[src/rtl/dcc_compare.sv]
module dcc_compare #(
  parameter int FIELDS = 8,
  parameter int CPF = 32,
  localparam int CNT_W = $clog2(CPF + 1)
) (
  input  logic                         clk,
  input  logic                         rst_n,
  input  logic                         chk_valid,
  input  logic [FIELDS-1:0][CNT_W-1:0] live,
  input  logic [FIELDS-1:0][CNT_W-1:0] stored,
  output logic                         res_valid,
  output logic [FIELDS-1:0]            mismatch,
  output logic                         decode_req
);
  logic [FIELDS-1:0] diff;
  for (genvar f = 0; f < FIELDS; f++) begin : g_cmp
    assign diff[f] = live[f] != stored[f];
  end

  always_ff @(posedge clk) begin
    if (!rst_n) begin
      res_valid  <= 1'b0;
      mismatch   <= '0;
      decode_req <= 1'b0;
    end else begin
      res_valid  <= chk_valid;
      mismatch   <= chk_valid ? diff : '0;
      decode_req <= chk_valid & (|diff);
    end
  end

  // one result per check, one cycle later
  p_res_follows_r4: assert property (@(posedge clk) disable iff (!rst_n)
    chk_valid |=> res_valid);
  p_res_quiet_r4: assert property (@(posedge clk) disable iff (!rst_n)
    !chk_valid |=> !res_valid);
  // request agrees with the flag vector
  p_req_any_r6: assert property (@(posedge clk) disable iff (!rst_n)
    decode_req == (mismatch != '0));
  // flags are silent outside a result
  p_idle_zero_r10: assert property (@(posedge clk) disable iff (!rst_n)
    !res_valid |-> (mismatch == '0));
endmodule

[config.mk]
export PLATFORM = sky130hd
export DESIGN_NAME = dcc_compare
export DESIGN_NICKNAME = d
export VERILOG_FILES = /design/src/rtl/dcc_compare.sv
export SDC_FILE = /design/constraint.sdc
export NUM_CORES = 1
export LEC_CHECK = 0
export ABC_AREA = 1
export BUFFER_PORTS_ARGS = -buffer_cell sky130_fd_sc_hd__buf_2
export CAP_MARGIN = 25
export CORE_MARGIN = 1
export CORE_UTILIZATION = 34
export CTS_CLUSTER_SIZE = 28
export DETAILED_ROUTE_END_ITERATION = 8
export MAX_ROUTING_LAYER = met4
export PLACE_DENSITY = 0.77
export SYNTH_ARGS = -nofsm -noshare
export SYNTH_HDL_FRONTEND = slang
export SYNTH_SLANG_ARGS = --single-unit
[constraint.sdc]
create_clock -name clk -period 0.9 [get_ports clk]
set_clock_uncertainty 0.15 [all_clocks]
set_input_delay 0.18 -clock clk [delete_from_list [all_inputs] [get_ports clk]]
set_output_delay 0.18 -clock clk [all_outputs]
set_load 0.02 [all_outputs]
==> results_dict.tcl <==
set metrics [dict create \
    worst_pin_slew_ns 0.2351 \
    p_leak_nw 1.450 \
    dp.cells 417 \
    rows 21 \
    syn2layout_area_growth_pct 60.82 \
    ctsHoldBuffers 0 \
    rsz0062_at_grt "true" \
    nets 476 \
    drive_gt1_frac 0.3431 \
    layout_commonest_cell "nand2_1" \
    cts_root_buffer "clkbuf_4" \
    worst-setup-path-type "reg2out" \
    synth.largest_area_cell "nand2_1" \
    die_w_um 61.75 \
    drt_iter0_markers 25 \
    grt_pass1_wl_mm 4.478 \
    final_cell_mix "nand2_1 (113), buf_2 (97), inv_1 (78)" \
    ant_nets 0 \
    cts.sinks 10 \
    coreArea_mm2 0.003390 \
    fin_hold_ws_ns 0.1018 \
    synth_seq_cells 10 \
    vias_per_cell 3.948 \
    postPlaceCellArea_mm2 0.001819 \
    numCtsBuffers 3 \
    clk_pin_slew_ns 0.06 \
    first_pass_iters 4 \
    report.final.slew_viol_count 0 \
    track_usage 0.1581 \
    setup_violations 11 \
    yosysSeqAreaShare 0.1649 \
    relSlewSlack 0.8423 \
    antenna_found_initial 0 \
    die_y_um 61.75 \
    synth_cell_types 9 \
    yosysWarnings 0 \
    max_cap_violations 0 \
    routabilityCongestion 0.7148 \
    htree_levels 1 \
    drc 0 \
    post-dp-hpwl_mm 2.494 \
    cp_cell_sequence "buf_6" \
    hold_path_class "in2reg" \
    crit_family "flip-flops" \
    die-area_mm2 0.003812 \
    worstPathArrival_ns 0.70 \
    cts_tree "built" \
    fin_area_mm2 0.001952 \
    period_needed_ns 1.035 \
    first_global_vias 1381 \
    critPathRequiredTime_ns 0.57 \
    totalWireLength_mm 2.822 \
    fmax_mhz 966.2 \
    n_antenna_cell 0 \
    cellPowerDensity_mw_per_mm2 784.6 \
    worstSetupEndpointType "primary output" \
    ir_worst_vdd_mv 0.3182 \
    portBuffers 108 \
    setup_slack_ns -0.1350 \
    critPathMaxFanout 1 \
    slowest_stage "dfxtp_2" \
    ctsLongestPathBuffers 2 \
    post_synth.cell_area_avg_um2 4.632 \
    syn-num-nets 361 \
    path_buf_inv 1 \
    wl_per_cell_um 6.687 \
    finalCritPeriodShare 1.150 \
    status "finished with violations" \
    synth_top_cell_area_share 0.3495 \
    netlist_top_cells_area "nand2_1 (35%), inv_1 (24%), dfxtp_1 (16%), nor2_1 (13%), xor2_1 (7.2%)" \
    fillers 377 \
    hold_violations 0 \
    start_util 0.3581 \
    syn_inst 262 \
    synth_area_mm2 0.001214 \
    grt_overflow_total 0 \
    cp-start-kind "flop" \
    fin_total_pwr_w 0.001531 \
    grt_max_degree 10 \
    crit_path_max_incr_delay_ns 0.32 \
    fin_util 0.5759 \
    via_count 1666 \
    io_pins 109 \
    final_cell_count_no_fill 422 \
    violations "negative setup slack" \
]
## path summary, 6_finish.rpt
kind | startpoint | to | cells past startpoint
setup / recovery | decode_req$_SDFF_PN0_ | decode_req | 1
hold / removal | chk_valid | decode_req$_SDFF_PN0_ | 4
## per-stage QoR
stage,setup TNS [ns],setup slack [ns]
6_report,-1.356,-0.1350
4_1_cts,-1.448,-0.1488
3_3_place_gp,-1.549,-0.3328
5_1_grt,-1.775,-0.1655
3_5_place_dp,-1.271,-0.3289
2_1_floorplan,-0.1057,-0.1057
## cell usage after synthesis
| cell | n |
|---|---|
| nand2_1 | 113 |
| inv_1 | 78 |
| nor2_1 | 41 |
| dfxtp_1 | 10 |
| xor2_1 | 10 |
| nand3_1 | 7 |
| clkinv_1 | 1 |
| nand3_2 | 1 |
| nor2_2 | 1 |
## routing by layer
layer  vias up  GRT usage  part of all wire
met5         -          -                 0
met4         0    0.05397             0.011
met3         4    0.02899             0.071
met2        59     0.3272              0.53
met1       658     0.1394              0.39
li1        945          -                 -
## flip-flops by register name, indices dropped and copies added, names as in the netlist
register    count
mismatch        8
decode_req      1
res_valid       1
## layout make-up
cell class                 count  area, µm²  share of cell area
multi-input combinational    173      724.4              0.3712
timing repair buffer         110      624.3              0.3199
inverter                      79      296.5              0.1519
sequential                    10      212.7              0.1090
tap                           46      57.56             0.02949
clock buffer                   4      36.28             0.01859
## what timing repair did
item / 4_1_cts / 5_1_grt
pin swaps: 2 / 13
resized for setup: 32 / 2
endpoints found under the setup margin: 11 / 11
buffers inserted: 0 / 1
cloned: 0 / 0
## report_power, final
| group | leakage [nW] | internal [W] | switching [W] |
|---|---|---|---|
| combinational | 1.34 | 0.000338 | 0.000312 |
| clock | 0.0210 | 0.000246 | 0.000153 |
| sequential | 0.0860 | 0.000473 | 0.0000108 |
| total | 1.45 | 0.00106 | 0.000475 |
## cell families (layout without fill, tap and decap cells)
kind of cell,count (synthesis),after routing,synth area share
xor+xnor,10,10,0.07216
buf+inv,79,193,0.2443
flops,10,10,0.1649
simple gates,163,163,0.5186
Note: power is estimated with default switching activity, not from simulation.
